[src/rtl/can_mbox_pkg.sv]
// Shared constants and types for the receive mailbox.
package can_mbox_pkg;
    localparam int ID_W = 29;
    localparam int TS_W = 16;

    localparam logic [3:0] CODE_INACTIVE = 4'b0000;
    localparam logic [3:0] CODE_EMPTY    = 4'b0100;
    localparam logic [3:0] CODE_FULL     = 4'b0010;
    localparam logic [3:0] CODE_OVERRUN  = 4'b0110;

    // Frame control fields carried along with the identifier.
    typedef struct packed {
        logic       srr;
        logic       ide;
        logic       rtr;
        logic       edl;
        logic       brs;
        logic       esi;
        logic [3:0] dlc;
    } mb_ctl_t;
endpackage

[src/rtl/mbox_pend.sv]
// One-deep holding register between the receiver and the mailbox store.
// Assumes load, take and drop come from mbox_ctrl. Drop wins over load,
// and load wins over take. The replace tag marks a frame that overwrote
// an uncommitted one.
module mbox_pend
    import can_mbox_pkg::*;
#(
    parameter int DW = 512
) (
    input  logic            clk,
    input  logic            rst_n,
    input  logic            load_i,
    input  logic            take_i,
    input  logic            drop_i,
    input  logic [ID_W-1:0] id_i,
    input  mb_ctl_t         ctl_i,
    input  logic [DW-1:0]   data_i,
    input  logic [TS_W-1:0] ts_i,
    output logic            valid_o,
    output logic            ovr_o,
    output logic [ID_W-1:0] id_o,
    output mb_ctl_t         ctl_o,
    output logic [DW-1:0]   data_o,
    output logic [TS_W-1:0] ts_o
);
    // Occupancy and replace tag of the holding slot.
    always_ff @(posedge clk) begin
        if (!rst_n) begin
            valid_o <= 1'b0;
            ovr_o   <= 1'b0;
        end else if (drop_i) begin
            valid_o <= 1'b0;
            ovr_o   <= 1'b0;
        end else if (load_i) begin
            valid_o <= 1'b1;
            ovr_o   <= valid_o && !take_i;
        end else if (take_i) begin
            valid_o <= 1'b0;
            ovr_o   <= 1'b0;
        end
    end

    // Payload capture; the contents matter only while valid_o is set.
    always_ff @(posedge clk) begin
        if (load_i) begin
            id_o   <= id_i;
            ctl_o  <= ctl_i;
            data_o <= data_i;
            ts_o   <= ts_i;
        end
    end

    AST_REPLACE_TAGS: assert property (@(posedge clk) disable iff (!rst_n)
        (valid_o && load_i && !take_i && !drop_i) |=> ovr_o);
endmodule

[src/rtl/mbox_ctrl.sv]
// Mailbox sequencing: code field, read lock, busy, commit, interrupt flag
// and mask, free-running timer and the timestamp shadow.
// Assumes the strobes are decoded from one CPU access per cycle.
module mbox_ctrl
    import can_mbox_pkg::*;
(
    input  logic            clk,
    input  logic            rst_n,
    input  logic            rx_hit_i,
    input  logic            ts_cap_i,
    input  logic            cs_rd_i,
    input  logic            cs_wr_i,
    input  logic [3:0]      wcode_i,
    input  logic            tmr_rd_i,
    input  logic            flag_clr_i,
    input  logic            mask_wr_i,
    input  logic            mask_val_i,
    input  logic            pend_valid_i,
    input  logic            pend_ovr_i,
    output logic [3:0]      code_o,
    output logic            lock_o,
    output logic            busy_o,
    output logic            accept_o,
    output logic            commit_o,
    output logic            flag_o,
    output logic            mask_o,
    output logic            irq_o,
    output logic [TS_W-1:0] timer_o,
    output logic [TS_W-1:0] ts_shadow_o
);
    logic active;

    // The buffer takes frames in any code other than INACTIVE-like values.
    always_comb begin
        active   = (code_o == CODE_EMPTY) || (code_o == CODE_FULL) ||
                   (code_o == CODE_OVERRUN);
        busy_o   = pend_valid_i && !lock_o;
        accept_o = rx_hit_i && active && !cs_wr_i;
        commit_o = pend_valid_i && !lock_o && !cs_wr_i;
        irq_o    = flag_o && mask_o;
    end

    // Code field: a software write wins; a commit yields FULL or OVERRUN.
    always_ff @(posedge clk) begin
        if (!rst_n)
            code_o <= CODE_INACTIVE;
        else if (cs_wr_i)
            code_o <= wcode_i;
        else if (commit_o)
            code_o <= (pend_ovr_i || code_o == CODE_FULL ||
                       code_o == CODE_OVERRUN) ? CODE_OVERRUN : CODE_FULL;
    end

    // Read lock: set by a status read while not busy, cleared by a timer read.
    always_ff @(posedge clk) begin
        if (!rst_n)
            lock_o <= 1'b0;
        else if (tmr_rd_i)
            lock_o <= 1'b0;
        else if (cs_rd_i && !busy_o)
            lock_o <= 1'b1;
    end

    // Interrupt flag: set on commit (priority), cleared by write-one.
    always_ff @(posedge clk) begin
        if (!rst_n)
            flag_o <= 1'b0;
        else if (commit_o)
            flag_o <= 1'b1;
        else if (flag_clr_i)
            flag_o <= 1'b0;
    end

    // Interrupt mask register.
    always_ff @(posedge clk) begin
        if (!rst_n)
            mask_o <= 1'b0;
        else if (mask_wr_i)
            mask_o <= mask_val_i;
    end

    // Free-running timer and the shadow sampled at the timestamp strobe.
    always_ff @(posedge clk) begin
        if (!rst_n) begin
            timer_o     <= '0;
            ts_shadow_o <= '0;
        end else begin
            timer_o <= timer_o + 1'b1;
            if (ts_cap_i)
                ts_shadow_o <= timer_o;
        end
    end

    AST_COMMIT_FLAGS: assert property (@(posedge clk) disable iff (!rst_n)
        commit_o |=> flag_o);
    AST_COMMIT_CODE: assert property (@(posedge clk) disable iff (!rst_n)
        commit_o |=> (code_o == CODE_FULL || code_o == CODE_OVERRUN));
    AST_FULL_OVERRUNS: assert property (@(posedge clk) disable iff (!rst_n)
        (commit_o && code_o == CODE_FULL) |=> (code_o == CODE_OVERRUN));
    AST_TIMER_UNLOCKS: assert property (@(posedge clk) disable iff (!rst_n)
        tmr_rd_i |=> !lock_o);
    AST_BUSY_NO_LOCK: assert property (@(posedge clk) disable iff (!rst_n)
        (cs_rd_i && busy_o && !lock_o) |=> !lock_o);
endmodule

[src/rtl/mbox_store.sv]
// Committed frame contents of the mailbox, written only on commit.
// Assumes commit is never raised while the lock input is set.
module mbox_store
    import can_mbox_pkg::*;
#(
    parameter int DW = 512
) (
    input  logic            clk,
    input  logic            rst_n,
    input  logic            commit_i,
    input  logic            lock_i,
    input  logic [ID_W-1:0] id_i,
    input  mb_ctl_t         ctl_i,
    input  logic [DW-1:0]   data_i,
    input  logic [TS_W-1:0] ts_i,
    output logic [ID_W-1:0] id_o,
    output mb_ctl_t         ctl_o,
    output logic [DW-1:0]   data_o,
    output logic [TS_W-1:0] ts_o
);
    // Move-in of a held frame into the visible mailbox.
    always_ff @(posedge clk) begin
        if (!rst_n) begin
            id_o   <= '0;
            ctl_o  <= '0;
            data_o <= '0;
            ts_o   <= '0;
        end else if (commit_i) begin
            id_o   <= id_i;
            ctl_o  <= ctl_i;
            data_o <= data_i;
            ts_o   <= ts_i;
        end
    end

    AST_LOCK_HOLDS: assert property (@(posedge clk) disable iff (!rst_n)
        lock_i |=> ($stable(id_o) && $stable(ctl_o) && $stable(ts_o) &&
                    $stable(data_o)));
endmodule

[src/rtl/can_rx_mbox.sv]
// Receive mailbox top: decodes CPU register traffic, wires the holding
// register, the sequencer and the store, and drives the read mux.
// Assumes one CPU access per cycle and N_WORDS <= 2**(ADDR_W-1).
module can_rx_mbox
    import can_mbox_pkg::*;
#(
    parameter int DATA_BYTES = 64,
    parameter int ADDR_W     = 5
) (
    input  logic                    clk,
    input  logic                    rst_n,
    input  logic                    rx_valid,
    input  logic                    rx_match,
    input  logic [ID_W-1:0]         rx_id,
    input  logic                    rx_srr,
    input  logic                    rx_ide,
    input  logic                    rx_rtr,
    input  logic                    rx_edl,
    input  logic                    rx_brs,
    input  logic                    rx_esi,
    input  logic [3:0]              rx_dlc,
    input  logic [DATA_BYTES*8-1:0] rx_data,
    input  logic                    ts_cap,
    input  logic [ADDR_W-1:0]       cpu_addr,
    input  logic                    cpu_rd,
    input  logic                    cpu_wr,
    input  logic [31:0]             cpu_wdata,
    output logic [31:0]             cpu_rdata,
    output logic                    irq
);
    localparam int DW      = DATA_BYTES * 8;
    localparam int N_WORDS = DATA_BYTES / 4;
    localparam int WSEL_W  = (N_WORDS > 1) ? $clog2(N_WORDS) : 1;
    localparam logic [ADDR_W-1:0] A_CS   = ADDR_W'(0);
    localparam logic [ADDR_W-1:0] A_ID   = ADDR_W'(1);
    localparam logic [ADDR_W-1:0] A_FLAG = ADDR_W'(2);
    localparam logic [ADDR_W-1:0] A_MASK = ADDR_W'(3);
    localparam logic [ADDR_W-1:0] A_TMR  = ADDR_W'(4);

    logic cs_rd, cs_wr, tmr_rd, flag_clr, mask_wr;
    logic accept, commit, busy, lock, flag, mask;
    logic pend_valid, pend_ovr;
    logic [3:0] code;
    logic [TS_W-1:0] timer, ts_shadow, pend_ts, st_ts;
    logic [ID_W-1:0] pend_id, st_id;
    mb_ctl_t rx_ctl, pend_ctl, st_ctl;
    logic [DW-1:0] pend_data, st_data;
    logic [31:0] dword [N_WORDS];
    logic unused_wdata;

    // Register strobes decoded from the CPU access.
    always_comb begin
        cs_rd    = cpu_rd && (cpu_addr == A_CS);
        cs_wr    = cpu_wr && (cpu_addr == A_CS);
        tmr_rd   = cpu_rd && (cpu_addr == A_TMR);
        flag_clr = cpu_wr && (cpu_addr == A_FLAG) && cpu_wdata[0];
        mask_wr  = cpu_wr && (cpu_addr == A_MASK);
        rx_ctl   = '{srr: rx_srr, ide: rx_ide, rtr: rx_rtr, edl: rx_edl,
                     brs: rx_brs, esi: rx_esi, dlc: rx_dlc};
    end
    assign unused_wdata = ^{cpu_wdata[31:28], cpu_wdata[23:1]};

    mbox_ctrl u_ctrl (
        .clk(clk), .rst_n(rst_n), .rx_hit_i(rx_valid && rx_match),
        .ts_cap_i(ts_cap), .cs_rd_i(cs_rd), .cs_wr_i(cs_wr),
        .wcode_i(cpu_wdata[27:24]), .tmr_rd_i(tmr_rd),
        .flag_clr_i(flag_clr), .mask_wr_i(mask_wr), .mask_val_i(cpu_wdata[0]),
        .pend_valid_i(pend_valid), .pend_ovr_i(pend_ovr),
        .code_o(code), .lock_o(lock), .busy_o(busy), .accept_o(accept),
        .commit_o(commit), .flag_o(flag), .mask_o(mask), .irq_o(irq),
        .timer_o(timer), .ts_shadow_o(ts_shadow)
    );

    mbox_pend #(.DW(DW)) u_pend (
        .clk(clk), .rst_n(rst_n), .load_i(accept), .take_i(commit),
        .drop_i(cs_wr), .id_i(rx_id), .ctl_i(rx_ctl), .data_i(rx_data),
        .ts_i(ts_shadow), .valid_o(pend_valid), .ovr_o(pend_ovr),
        .id_o(pend_id), .ctl_o(pend_ctl), .data_o(pend_data), .ts_o(pend_ts)
    );

    mbox_store #(.DW(DW)) u_store (
        .clk(clk), .rst_n(rst_n), .commit_i(commit), .lock_i(lock),
        .id_i(pend_id), .ctl_i(pend_ctl), .data_i(pend_data), .ts_i(pend_ts),
        .id_o(st_id), .ctl_o(st_ctl), .data_o(st_data), .ts_o(st_ts)
    );

    // Split the stored payload into CPU-visible data words.
    for (genvar k = 0; k < N_WORDS; k++) begin : g_word
        assign dword[k] = st_data[32*k +: 32];
    end

    // Read data multiplexer; data words sit in the upper half of the map.
    always_comb begin
        cpu_rdata = '0;
        if (cpu_addr[ADDR_W-1]) begin
            cpu_rdata = dword[cpu_addr[WSEL_W-1:0]];
        end else begin
            case (cpu_addr)
                A_CS:   cpu_rdata = {st_ctl.edl, st_ctl.brs, st_ctl.esi, 1'b0,
                                     code, busy, st_ctl.srr, st_ctl.ide,
                                     st_ctl.rtr, st_ctl.dlc, st_ts};
                A_ID:   cpu_rdata = {{(32-ID_W){1'b0}}, st_id};
                A_FLAG: cpu_rdata = {31'b0, flag};
                A_MASK: cpu_rdata = {31'b0, mask};
                A_TMR:  cpu_rdata = {{(32-TS_W){1'b0}}, timer};
                default: cpu_rdata = '0;
            endcase
        end
    end

    AST_IRQ_NEEDS_MASK: assert property (@(posedge clk) disable iff (!rst_n)
        (!mask && $past(!mask)) |-> !irq);
    AST_INACTIVE_QUIET: assert property (@(posedge clk) disable iff (!rst_n)
        (code == CODE_INACTIVE && !pend_valid && !cs_wr) |=> !commit);
endmodule

[config.mk]
export PLATFORM = sky130hd
export DESIGN_NAME = can_rx_mbox
export DESIGN_NICKNAME = d
export VERILOG_FILES = /design/src/rtl/can_mbox_pkg.sv /design/src/rtl/mbox_pend.sv /design/src/rtl/mbox_ctrl.sv /design/src/rtl/mbox_store.sv /design/src/rtl/can_rx_mbox.sv
export SDC_FILE = /design/constraint.sdc
export NUM_CORES = 2
export LEC_CHECK = 0
export BUFFER_PORTS_ARGS = -buffer_cell sky130_fd_sc_hd__buf_4
export CAP_MARGIN = 20
export CORE_ASPECT_RATIO = 1.4
export CORE_MARGIN = 2
export CORE_UTILIZATION = 45
export CTS_BUF_LIST = sky130_fd_sc_hd__clkbuf_2 sky130_fd_sc_hd__clkbuf_4 sky130_fd_sc_hd__clkbuf_8
export DETAILED_ROUTE_END_ITERATION = 8
export PLACE_DENSITY = 0.65
export SKIP_CTS_REPAIR_TIMING = 1
export SLEW_MARGIN = 10
export SYNTH_ARGS = -nofsm -noshare
export SYNTH_HDL_FRONTEND = slang
export SYNTH_SLANG_ARGS = --single-unit
[constraint.sdc]
create_clock -name clk -period 39.2 [get_ports clk]
set_clock_uncertainty 0.2 [all_clocks]
set_input_delay 3.92 -clock clk [delete_from_list [all_inputs] [get_ports clk]]
set_output_delay 3.92 -clock clk [all_outputs]
set_load 0.1 [all_outputs]
; ---- After elaboration in Yosys (flattened, before gate mapping)
; Index checks and enable logic that the tools add are counted.
[op_classes]
n_addsub = 1
magnitude_cmp = 1
n_eq_ne = 7
mux = 13
bitwise_logic = 2
n_reduce_logical = 28
[ops]
columns = operator, n
row1 = 32-bit one-hot mux with 5 select lines, 1
row2 = 32-bit binary-select mux with 4-bit select, 1
row3 = 32-bit two-way mux, 3
row4 = "16-bit by 1-bit adder with 16-bit output, second input constant", 1
row5 = 1-bit logical AND, 14
row6 = "5-bit by 2-bit == test with 1-bit output, second input constant", 2
row7 = "4-bit by 3-bit == test with 1-bit output, second input constant", 2
row8 = 4-bit two-way mux, 2
row9 = 2-bit nonzero test, 3
row10 = "5-bit by 1-bit == test with 1-bit output, second input constant", 1
row11 = "5-bit by 3-bit == test with 1-bit output, second input constant", 1
row12 = "5-bit greater-or-equal comparator, second input constant", 1
row13 = 5-bit zero test, 1
row14 = 1-bit two-way mux, 5
row15 = 4-bit inverter with 5-bit output, 1
row16 = "4-bit by 2-bit == test with 1-bit output, second input constant", 1
row17 = 1-bit zero test, 4
row18 = 1-bit logical OR, 4
row19 = 2-bit OR reduction, 2
row20 = 3-bit two-way mux, 1
row21 = 1-bit inverter, 1
[totals]
ff_bits = 1175
input_bits = 595
out_inout_bits = 33
word_cells = 80

; ---- Logic depth before layout (Yosys ltp)
[logic_depth]
word_depth = 7
depth_mapped = 8
mapped_depth_nobuf = 5

; ---- Modules after synthesis
; From an unflattened synthesis, not the netlist that was laid out.
[hier_totals]
hier_cells = 3056
hier_area_um2 = 45183.3
[by_module_without_submodules]
columns = module, instances, cells_per_inst, area_each_um2, seq_area_each_um2
row1 = mbox_store, 1, 1827, 21764.6, 11350.9
row2 = mbox_pend, 1, 575, 17107.7, 17066.4
row3 = can_rx_mbox, 1, 486, 4732.0, 0.0
row4 = mbox_ctrl, 1, 168, 1579.0, 780.7

; ---- Worst setup path after synthesis
; Ideal clock, no wire load.
[synth_path]
path_kind = input-to-reg
start = in cpu_addr[0]
end = reg u_pend.ctl_o[0] (netlist name) (enable)
setup_time_ps = 1510
arrival_time_ps = 27749
required_time_ps = 37490
setup_slack_ps = 9740
cell_stages = 4
n_path_buf = 1
cell_sequence = buf_4 nor4_4 and2_1 nor2_1
[synth_between]
elab_chain_len = 4
[synth_lines]
columns = item, line_no
row1 = "start, declared", can_rx_mbox.sv:24  ; input logic [ADDR_W-1:0] cpu_addr,
row2 = 5-bit zero test, can_rx_mbox.sv:54  ; cs_wr = cpu_wr && (cpu_addr == A_CS);
row3 = 1-bit logical AND, can_rx_mbox.sv:54
row4 = 1-bit zero test, mbox_ctrl.sv:38  ; accept_o = rx_hit_i && active && !cs_wr_i;
row5 = 1-bit logical AND, mbox_ctrl.sv:38
row6 = named net accept, can_rx_mbox.sv:41  ; logic accept, commit, busy, lock, flag, mask;
row7 = "end signal, assigned", mbox_pend.sv:47  ; ctl_o <= ctl_i;
row8 = "end, declared", mbox_pend.sv:22  ; output mb_ctl_t ctl_o,
; The timed path passes the listed nets, and every way through them passes these cells.
; A chain may end at the register's enable or synchronous reset.

; ---- Worst setup path in the final report
[layout_path]
start = in cpu_addr[0]
end = out cpu_rdata[6]
[layout_between]
elab_chain_len = 5
word_cells_on_any_way = 11
cone_classes = eq/ne: 4 / mux: 5 / bitwise: 1 / reduce/logical: 1
[layout_lines]
columns = item, line_no
row1 = 4-bit inverter with 5-bit output (implied by the code), can_rx_mbox.sv:96  ; cpu_rdata = dword[cpu_addr[WSEL_W-1:0]];
row2 = 32-bit binary-select mux with 4-bit select, can_rx_mbox.sv:96
row3 = 32-bit two-way mux (implied by the code) (2 in series), can_rx_mbox.sv:96
row4 = 32-bit two-way mux (*), can_rx_mbox.sv:95  ; if (cpu_addr[ADDR_W-1]) begin
row5 = "end, declared", can_rx_mbox.sv:28  ; output logic [31:0] cpu_rdata,
; Mark *: on every way between the ends. The rest lies on a longest branch, timed or not. The select of a mux whose other input is x is not followed.

==> results.json <==
{
  "status": "complete, no violations",
  "internal_power_uw": 1940,
  "yosys_warnings": 0,
  "syn_nets": 4276,
  "gp_congestion": 0.913,
  "synth_area_um2": 42700,
  "layout-drive-gt1-share": 0.234,
  "synth-edff-count": 567,
  "async_flop_share": 0,
  "crit_fanout": 67,
  "ys_types": 41,
  "first_global_vias": 28900,
  "ir_drop_v": 0.0000380,
  "drt_wl_total_mm": 128,
  "fin_util": 0.550,
  "clock-root-buffer": "clkbuf_8",
  "core_area_um2": 94000,
  "min_path_type": "register to register",
  "initial_core_util": 0.455,
  "grt_usage": 0.258,
  "post-dp-hpwl_mm": 86.6,
  "antenna_found_initial": 21,
  "pwr-share-seq": 0.518,
  "slew_viol_final": 0,
  "path_class": "input port to output port",
  "wire_per_inst_um": 22.8,
  "post-route-period-util": 0.293,
  "ys_seq_area_frac": 0.683,
  "portBuffers": 600,
  "syn_to_final_growth_pct": 21.1,
  "worstSetupEndpointType": "output port",
  "dr.pass1.iters": 6,
  "rsz0062_at_grt": "no",
  "cp_slowest_stage_delay_ns": 0.76,
  "cap_violations": 0,
  "ant_nets": 0,
  "die_area_um2": 97500,
  "switching_share": 0.222,
  "cts_buffers": 176,
  "dieHeight_um": 369,
  "grt_max_degree": 226,
  "syn_avg_cell_area_um2": 11.6,
  "drc": 0,
  "netlist_instances": 3680,
  "power_frac_clock": 0.435,
  "cp_cell_sequence": "buf_8 > buf_4 > nor4_4 > and2_1 > a222oi_1 > o211ai_1 > buf_4",
  "cp.required_ns": 35.08,
  "yosys_most_used_dff": "dfxtp_1",
  "insertion_delay_ns": 0.88,
  "tns_ns": 0,
  "mostFrequentLayoutCell": "nand2_1",
  "path_buf_inv": 3,
  "clockBufferDepth": 3,
  "via_per_inst": 5.33,
  "ios": 628,
  "ys_ff_latch": 1175,
  "crit_path_frequent_cell": "buf_4",
  "leakage_uw": 0.0181,
  "clk_pin_slew_ns": 0.07,
  "final_nets": 4824,
  "max_freq_mhz": 86.9,
  "power_density_nw_per_um2": 48.2,
  "hold_viol_final": 0,
  "die_w_um": 264,
  "rows": 133,
  "finalSetupViolCount": 0,
  "first_iter_violations": 2788,
  "pwr-share-comb": 0.047,
  "fin_hold_ws_ns": 0.235,
  "grt_pass1_wl_mm": 183,
  "htreeDepth": 4,
  "post-place-ws_ns": 27.74,
  "worst_slew_pin_slew_ns": 1.23,
  "switching_power_uw": 554,
  "cts_tree": "yes",
  "layout_common_cells": "nand2_1, buf_4, dfxtp_1",
  "cts.sinks": 1175,
  "setup_slack_ns": 27.70,
  "min_period_ns": 11.50,
  "vias": 29900,
  "max-slew-margin-rel": 0.182,
  "cp.arrival_ns": 7.38,
  "grt_overflow": 0,
  "start_kind": "input port",
  "path_delay_family": "buffers and inverters",
  "crit_slowest_cell": "buf_4"
}
state kept, by name, indices dropped and copies added (netlist names), 4 cells and up:
signal,count
u_ctrl.code_o,4
u_ctrl.timer_o,16
u_pend.ts_o,16
u_ctrl.ts_shadow_o,16
u_store.id_o,29
u_store.ts_o,16
u_store.data_o,512
u_store.ctl_o,10
u_pend.id_o,29
u_pend.data_o,512
u_pend.ctl_o,10
power by group through the flow:
stage               clock, uW  combinational [uW]  sequential (uW)
floorplan                   0                46.5             1320
global placement            0                 117             1320
detailed placement          0                 117             1320
CTS                      1110                 117             1290
global route             1160                 122             1290
finish                   1080                 117             1290
layout make-up:
type	instances	area [um^2]
fillers	8181	42300
flip-flops and latches	1175	29200
well taps	1215	1520
multi-input cells	2238	12200
clock inverters	51	475
diodes	12	30.0
clock buffers	281	3430
inverters	5	26.3
repair buffers	632	4830
Yosys cell counts (all sizes together) (21+ instances only):
master  count  area, um^2
nand2    1179        4430
dfxtp     608       12200
a21oi     578        2890
edfxtp    567       17000
mux2i     179        1790
buf       160         970
clkbuf    102         383
mux4       64        1440
a22oi      60         450
nor2       33         124
o211ai     28         210
nand4      21         131
metrics by stage:
| stage | area [um^2] | total power (uW) | std cells |
|---|---|---|---|
| detailed placement | 47800 | 1440 | 5264 |
| floorplan | 42700 | 1370 | 3680 |
| CTS | 51700 | 2520 | 5596 |
| finish | 51700 | 2500 | 5609 |
| global route | 51700 | 2580 | 5607 |
| global placement | 47800 | 1440 | 5264 |
path summary, 6_finish.rpt:
check	slack, ns	end	from	cells past startpoint
worst min-delay path	0.23	u_pend.ts_o[15]	u_ctrl.ts_shadow_o[15]	0
worst min register to register	0.23	u_pend.ts_o[15]	u_ctrl.ts_shadow_o[15]	0
worst max register to register	35.08	u_pend.data_o[42]	u_ctrl.code_o[3]	5
worst max-delay path	27.70	cpu_rdata[6]	cpu_addr[0]	7
cell families after synthesis:
kind of cell,Yosys count,synth area share
mux,243,0.0756
simple gates,1281,0.117
fa+ha+maj,1,0.000293
flops,1175,0.683
buf+inv,267,0.0321
xor+xnor,9,0.00184
compound gates,704,0.0904
layer usage:
| metal | part of all wire | global-route usage | vias to the layer above |
|---|---|---|---|
| met3 | 0.091 | 0.0726 | 239 |
| met4 | 0.052 | 0.141 | 16 |
| li1 | - | - | 14000 |
| met5 | 0.00085 | 0 | - |
| met2 | 0.47 | 0.414 | 1225 |
| met1 | 0.39 | 0.315 | 14400 |
(Power assumes the default switching activity.)
